## src/rtl/rxst_pkg.sv

```systemverilog
package rxst_pkg;
  localparam int DW = 8;
  localparam int SW = 8;
  localparam int NSPEC = 4;

  typedef enum logic [2:0] {
    SC_NONE  = 3'd0,
    SC_CH1   = 3'd1,
    SC_CH2   = 3'd2,
    SC_CH3   = 3'd3,
    SC_CH4   = 3'd4,
    SC_RANGE = 3'd7
  } sc_code_e;

  typedef struct packed {
    logic [DW-1:0] data;
    logic [SW-1:0] stat;
  } rx_entry_t;

  localparam int OVR_BIT = 3;

  function automatic logic [SW-1:0] pack_status(
      input logic tmo, input logic [2:0] code, input logic ovr,
      input logic pe, input logic fe, input logic brk);
    return {tmo, code, ovr, pe, fe, brk};
  endfunction

  function automatic logic in_window(
      input logic [DW-1:0] d, input logic [DW-1:0] lo, input logic [DW-1:0] hi);
    return (d >= lo) && (d <= hi);
  endfunction
endpackage

```

## src/rtl/rxst_classifier.sv

```systemverilog
module rxst_classifier
  import rxst_pkg::*;
#(
  parameter int W = DW,
  parameter int N = NSPEC
) (
  input  logic [W-1:0]   data,
  input  logic           any_err,
  input  logic           ext_en,
  input  logic           rng_en,
  input  logic           errmatch_en,
  input  logic [N*W-1:0] spec,
  input  logic [W-1:0]   rng_lo,
  input  logic [W-1:0]   rng_hi,
  output logic [2:0]     code
);
  logic          eligible;
  logic [N-1:0]  spec_hit;
  logic          rng_hit;

  assign eligible = !any_err || errmatch_en;

  for (genvar k = 0; k < N; k++) begin : g_spec
    if (k < 2) begin : g_base
      assign spec_hit[k] = eligible && (data == spec[k*W +: W]);
    end else begin : g_ext
      assign spec_hit[k] = eligible && ext_en && (data == spec[k*W +: W]);
    end
  end

  assign rng_hit = eligible && rng_en && in_window(data, rng_lo, rng_hi);

  always_comb begin
    code = SC_NONE;
    if (rng_hit) code = SC_RANGE;
    for (int k = N - 1; k >= 0; k--) begin
      if (spec_hit[k]) code = 3'(k + 1);
    end
  end
endmodule

```

## src/rtl/rxst_timeout.sv

```systemverilog
module rxst_timeout #(
  parameter int TW = 8
) (
  input  logic          clk,
  input  logic          rst_n,
  input  logic          char_evt,
  input  logic          tick,
  input  logic [TW-1:0] reload,
  output logic          fire
);
  logic [TW-1:0] cnt_q;
  logic          armed_q;

  assign fire = tick && armed_q && !char_evt && (cnt_q <= TW'(1));

  always_ff @(posedge clk or negedge rst_n) begin
    if (!rst_n) begin
      cnt_q   <= '0;
      armed_q <= 1'b0;
    end else if (char_evt) begin
      cnt_q   <= reload;
      armed_q <= 1'b1;
    end else if (tick && armed_q) begin
      if (cnt_q <= TW'(1)) armed_q <= 1'b0;
      else                 cnt_q   <= cnt_q - TW'(1);
    end
  end

  AST_FIRE_ONCE: assert property (@(posedge clk) disable iff (!rst_n)
    fire |=> !fire) else $error("timer fired twice");
endmodule

```

## src/rtl/rxst_fifo.sv

```systemverilog
module rxst_fifo #(
  parameter int DEPTH = 16,
  parameter int W     = 16,
  parameter int MBIT  = 3
) (
  input  logic                       clk,
  input  logic                       rst_n,
  input  logic                       push,
  input  logic [W-1:0]               push_entry,
  input  logic                       mark,
  input  logic                       pop,
  output logic [W-1:0]               head,
  output logic                       empty,
  output logic                       full,
  output logic [$clog2(DEPTH+1)-1:0] level
);
  localparam int AW = (DEPTH > 1) ? $clog2(DEPTH) : 1;
  localparam int LW = $clog2(DEPTH + 1);

  logic [W-1:0]  mem [DEPTH];
  logic [AW-1:0] wr_q, rd_q, last_ptr;
  logic [LW-1:0] cnt_q;

  function automatic logic [AW-1:0] step_ptr(input logic [AW-1:0] p);
    return (p == AW'(DEPTH - 1)) ? '0 : p + AW'(1);
  endfunction

  assign last_ptr = (wr_q == '0) ? AW'(DEPTH - 1) : wr_q - AW'(1);
  assign empty    = (cnt_q == '0);
  assign full     = (cnt_q == LW'(DEPTH));
  assign level    = cnt_q;
  assign head     = mem[rd_q];

  always_ff @(posedge clk) begin
    if (push) mem[wr_q] <= push_entry;
    else if (mark) mem[last_ptr][MBIT] <= 1'b1;
  end

  always_ff @(posedge clk or negedge rst_n) begin
    if (!rst_n) begin
      wr_q  <= '0;
      rd_q  <= '0;
      cnt_q <= '0;
    end else begin
      if (push) wr_q <= step_ptr(wr_q);
      if (pop)  rd_q <= step_ptr(rd_q);
      cnt_q <= cnt_q + LW'(push) - LW'(pop);
    end
  end

  AST_NO_OVERFLOW: assert property (@(posedge clk) disable iff (!rst_n)
    cnt_q <= LW'(DEPTH)) else $error("fifo level above depth");
  AST_PUSH_ROOM: assert property (@(posedge clk) disable iff (!rst_n)
    push |-> !full || pop) else $error("push into full fifo");
  AST_LEVEL_UP: assert property (@(posedge clk) disable iff (!rst_n)
    push && !pop |=> cnt_q == $past(cnt_q) + LW'(1)) else $error("level step");
endmodule

```

## src/rtl/rx_status_tagger.sv

```systemverilog
module rx_status_tagger
  import rxst_pkg::*;
#(
  parameter int DEPTH = 16,
  parameter int TMO_W = 8
) (
  input  logic             clk,
  input  logic             rst_n,
  input  logic             in_valid,
  input  logic [7:0]       in_data,
  input  logic             in_par_err,
  input  logic             in_frm_err,
  input  logic             in_brk,
  input  logic             bit_tick,
  input  logic             cfg_ext_en,
  input  logic             cfg_rng_en,
  input  logic             cfg_errmatch_en,
  input  logic [31:0]      cfg_spec,
  input  logic [7:0]       cfg_rng_lo,
  input  logic [7:0]       cfg_rng_hi,
  input  logic [TMO_W-1:0] cfg_tmo,
  output logic             out_valid,
  input  logic             out_ready,
  output logic [7:0]       out_data,
  output logic [7:0]       out_stat,
  output logic [$clog2(DEPTH+1)-1:0] level
);
  localparam int EW = DW + SW;

  logic [2:0] cls_code;
  logic       any_err;
  logic       fifo_empty, fifo_full;
  logic       chr_push, ovr_evt, tmo_fire, tmo_push, do_push, do_pop;
  rx_entry_t  push_entry, head_entry;

  assign any_err = in_par_err || in_frm_err || in_brk;

  rxst_classifier #(.W(DW), .N(NSPEC)) u_cls (
    .data(in_data), .any_err(any_err), .ext_en(cfg_ext_en), .rng_en(cfg_rng_en),
    .errmatch_en(cfg_errmatch_en), .spec(cfg_spec), .rng_lo(cfg_rng_lo),
    .rng_hi(cfg_rng_hi), .code(cls_code)
  );

  rxst_timeout #(.TW(TMO_W)) u_tmo (
    .clk(clk), .rst_n(rst_n), .char_evt(in_valid), .tick(bit_tick),
    .reload(cfg_tmo), .fire(tmo_fire)
  );

  assign chr_push = in_valid && !fifo_full;
  assign ovr_evt  = in_valid && fifo_full;
  assign tmo_push = tmo_fire && fifo_empty;
  assign do_push  = chr_push || tmo_push;
  assign do_pop   = out_valid && out_ready;

  always_comb begin
    if (chr_push) begin
      push_entry.data = in_data;
      push_entry.stat = pack_status(1'b0, cls_code, 1'b0, in_par_err, in_frm_err, in_brk);
    end else begin
      push_entry.data = '0;
      push_entry.stat = pack_status(1'b1, SC_NONE, 1'b0, 1'b0, 1'b0, 1'b0);
    end
  end

  rxst_fifo #(.DEPTH(DEPTH), .W(EW), .MBIT(OVR_BIT)) u_fifo (
    .clk(clk), .rst_n(rst_n), .push(do_push), .push_entry(push_entry),
    .mark(ovr_evt), .pop(do_pop), .head(head_entry), .empty(fifo_empty),
    .full(fifo_full), .level(level)
  );

  assign out_valid = !fifo_empty;
  assign out_data  = head_entry.data;
  assign out_stat  = head_entry.stat;

  AST_EXT_GATE: assert property (@(posedge clk) disable iff (!rst_n)
    in_valid && !cfg_ext_en |-> cls_code != 3'd3 && cls_code != 3'd4)
    else $error("ext code without enable");
  AST_ERR_GATE: assert property (@(posedge clk) disable iff (!rst_n)
    in_valid && any_err && !cfg_errmatch_en |-> cls_code == 3'd0)
    else $error("error char matched");
  AST_RNG_GATE: assert property (@(posedge clk) disable iff (!rst_n)
    in_valid && !cfg_rng_en |-> cls_code != 3'd7)
    else $error("range code without enable");
  AST_OVR_HOLD: assert property (@(posedge clk) disable iff (!rst_n)
    ovr_evt && !do_pop |=> level == DEPTH[$bits(level)-1:0])
    else $error("overrun changed level");
  AST_TMO_ENTRY: assert property (@(posedge clk) disable iff (!rst_n)
    tmo_push |=> out_valid && out_stat == 8'h80 && out_data == 8'h00)
    else $error("timeout entry malformed");
  AST_TMO_BUSY: assert property (@(posedge clk) disable iff (!rst_n)
    tmo_fire && !fifo_empty && !in_valid |=> level == $past(level) - $bits(level)'($past(do_pop)))
    else $error("timeout stored into busy fifo");
endmodule

```

## config.mk

```make
export PLATFORM = sky130hd
export DESIGN_NAME = rx_status_tagger
export DESIGN_NICKNAME = d
export VERILOG_FILES = /design/src/rtl/rxst_pkg.sv /design/src/rtl/rxst_classifier.sv /design/src/rtl/rxst_timeout.sv /design/src/rtl/rxst_fifo.sv /design/src/rtl/rx_status_tagger.sv
export SDC_FILE = /design/constraint.sdc
export NUM_CORES = 1
export LEC_CHECK = 0
export ABC_AREA = 1
export BUFFER_PORTS_ARGS = -buffer_cell sky130_fd_sc_hd__buf_2
export CAP_MARGIN = 15
export CORE_ASPECT_RATIO = 1.75
export CORE_MARGIN = 2
export CORE_UTILIZATION = 40
export CTS_BUF_LIST = sky130_fd_sc_hd__clkbuf_2 sky130_fd_sc_hd__clkbuf_4 sky130_fd_sc_hd__clkbuf_8
export CTS_CLUSTER_DIAMETER = 200
export DETAILED_ROUTE_END_ITERATION = 12
export PLACE_DENSITY = 0.67
export SYNTH_ARGS = -nofsm -noshare
export SYNTH_HDL_FRONTEND = slang
export SYNTH_SLANG_ARGS = --single-unit
```

## constraint.sdc

```tcl
create_clock -name clk -period 6.5 [get_ports clk]
set_input_delay 1.3 -clock clk [delete_from_list [all_inputs] [get_ports clk]]
set_output_delay 1.3 -clock clk [all_outputs]
set_load 0.05 [all_outputs]
```

==> out/results.ini <==
[die]
core-area_um2=30740
die_h_um=237.3
io_pins=97
die_w_um=137.3
rows=85
die_area_um2=32590
start_util=0.4049

[clock_tree]
clock_latency_ns=0.55
cts_root_buf=clkbuf_8
postCtsHoldBufs=0
clockBufferDepth=3
cts_resized=0
cts_buffers=39
clkTransAtPathRegs_ns=0.06
tritoncts=built
numClockSinks=278
cts_setup_buffers=0
htree_levels=2

[min_path]
min_path_type=reg2reg
min_path_cells=2

[pwr]
worst_ir_drop_vdd_uv=306.6
pwr_density_cell_nw_per_um2=427.1
p_leak_nw=5.371
design_power_total_mw=6.019

[drt]
drt_iter0_drc=973
vias=8943
routed_via_density=5.514
wl_per_cell_um=20.39
drc_errors=0
firstDrtPassIters=5
ant_nets=0
routed_wirelength_mm=33.07

[synthesis]
synthFlopType=edfxtp_1
synth_edf_count=256
syn_area_per_cell_um2=11.24
ys_warn_count=0
yosysSeqAreaShare=0.6620
syn-instance-count=1107
ys_seq_elements=278
synth.lib_cells_used.distinct=36
synth_fp_nets=1211
synthesis.area_um2=12440
synthArstFlopShare=0.07914

[placement]
io_buffers=96
gp_congestion=0.8037
post-dp-hpwl_mm=21.08

[job]
max_cap_violations=0

[timing]
setup_tns_ns=0
fin_crit_sh=0.7501
fmax_mhz=205.1
skew_ns=0.03030
setup_viol=0
hold_violations=0
fin_crit_ns=4.876
tightest_slew_ns=1.191
slew_viol_final=0
rsz0062_at_grt=false
relSlewSlack=0.2050

[global_route]
antenna_found_initial=1
grt_pass1_wl_mm=50.18
grt_max_degree=91
overflow=0
grt_usage=0.2053
grt_pass1_vias=8848

[setup_path]
path_class=reg2out
cp_max_fo=21
critPathLaunchType=flip-flop
r2r_cells=11
worstPathRequired_ns=5.20
cp-end-kind=output port
cp.arrival_ns=3.58

[cells_and_area]
nets=1310
syn_to_final_growth_pct=13.24
drive_gt1_frac=0.1642

[outcome]
status=completed

## where the power goes
part | total (mW) | switching [mW] | internal [mW] | leakage [nW]
clock | 1.29 | 0.631 | 0.662 | 0.379
combinational | 2.42 | 1.81 | 0.605 | 2.38
sequential | 2.31 | 0.124 | 2.18 | 2.61
## worst max-delay path, cell delays in order, from the launching register on
cell,delay (ns)
dfrtp_1,0.66
nand2_1,0.77
inv_1,0.84
nand3_1,0.18
nand4_1,0.15
nand2_1,0.18
buf_2,0.27
## metrics by stage
step           area, um^2  utilization  cells  hold WS [ns]  worst slack [ns]
2_1_floorplan       12440            -   1107        0.4606             3.122
3_3_place_gp        13360       0.4346   1554        0.4805             2.196
3_5_place_dp        13360       0.4346   1554        0.4806             2.212
4_1_cts             14070       0.4579   1619        0.4953             1.643
5_1_grt             14090       0.4585   1622        0.5299             1.525
6_report            14090       0.4585   1622        0.4898             1.624
## state kept, by name, summed over array words and instances, names as in the netlist
name           cells
u_fifo.mem       256
u_tmo.armed_q      1
u_tmo.cnt_q        8
u_fifo.rd_q        4
u_fifo.level       5
u_fifo.wr_q        4
## routing by layer
layer | share of wire | up-vias | track usage
met4 | 0.043 | 0 | 0.09028
met3 | 0.057 | 88 | 0.02325
met5 | 0 | - | 0
met1 | 0.37 | 4366 | 0.2423
met2 | 0.53 | 364 | 0.3697
li1 | - | 4125 | -
## kinds of logic after synthesis
group	after synthesis	share of synthesized area
adder cells (fa/ha/maj)	29	0.02976
buffers and inverters	139	0.04343
XOR/XNOR	38	0.02674
flip-flops	278	0.6620
AO/OA/AOI/OAI	220	0.1031
AND/OR/NAND/NOR	403	0.1350
## path summary, 6_finish.rpt
check | endpoint | startpoint | slack [ns]
min | u_tmo.armed_q | u_tmo.armed_q | 0.49
max reg2reg | u_fifo.mem[1][8] | u_fifo.level[3] | 3.23
max in group asynchronous | u_fifo.rd_q[0] | rst_n | 5.31
min reg2reg | u_tmo.armed_q | u_tmo.armed_q | 0.49
max | out_data[3] | u_fifo.rd_q[1] | 1.62
min in group asynchronous | u_tmo.cnt_q[0] | rst_n | 0.76
## final cells by class
type	count	area (um^2)
antenna	1	2.502
clock buffer	49	618.1
clock inverter	16	97.59
fill	2768	16640
inverter	78	294.0
multi-input combinational	690	3684
sequential	278	8242
tap	391	489.2
timing repair buffer	119	665.6
## synth_stat cells (all sizes together) (2+ instances only)
cell | count | area, um^2
a31oi | 3 | 18.77
clkbuf | 47 | 176.4
nand3 | 53 | 270.3
ha | 28 | 350.3
inv | 78 | 292.8
buf | 14 | 71.32
o211ai | 2 | 15.01
nor3 | 9 | 50.05
nand2 | 179 | 676.9
nor4 | 3 | 18.77
o21ai | 103 | 526.8
xor2 | 25 | 219.0
nor2 | 140 | 545.5
o22ai | 21 | 131.4
a21oi | 54 | 270.3
nand4 | 18 | 112.6
dfrtp | 22 | 550.5
xnor2 | 13 | 113.9
a221oi | 19 | 166.4
o221ai | 14 | 122.6
edfxtp | 256 | 7687
## placed cells by master, fill, tap and decap left out, drive strengths merged, types with 13 or more instances in the layout
cell,netlist,routed
a21oi,54,54
a221oi,19,19
buf,14,119
clkbuf,47,49
clkinv,0,15
dfrtp,22,22
edfxtp,256,256
ha,28,28
inv,78,77
nand2,179,179
nand3,53,53
nand4,18,18
nor2,140,140
o21ai,103,103
o221ai,14,14
o22ai,21,21
xnor2,13,13
xor2,25,25
Note: power is estimated with default switching activity, not from simulation.
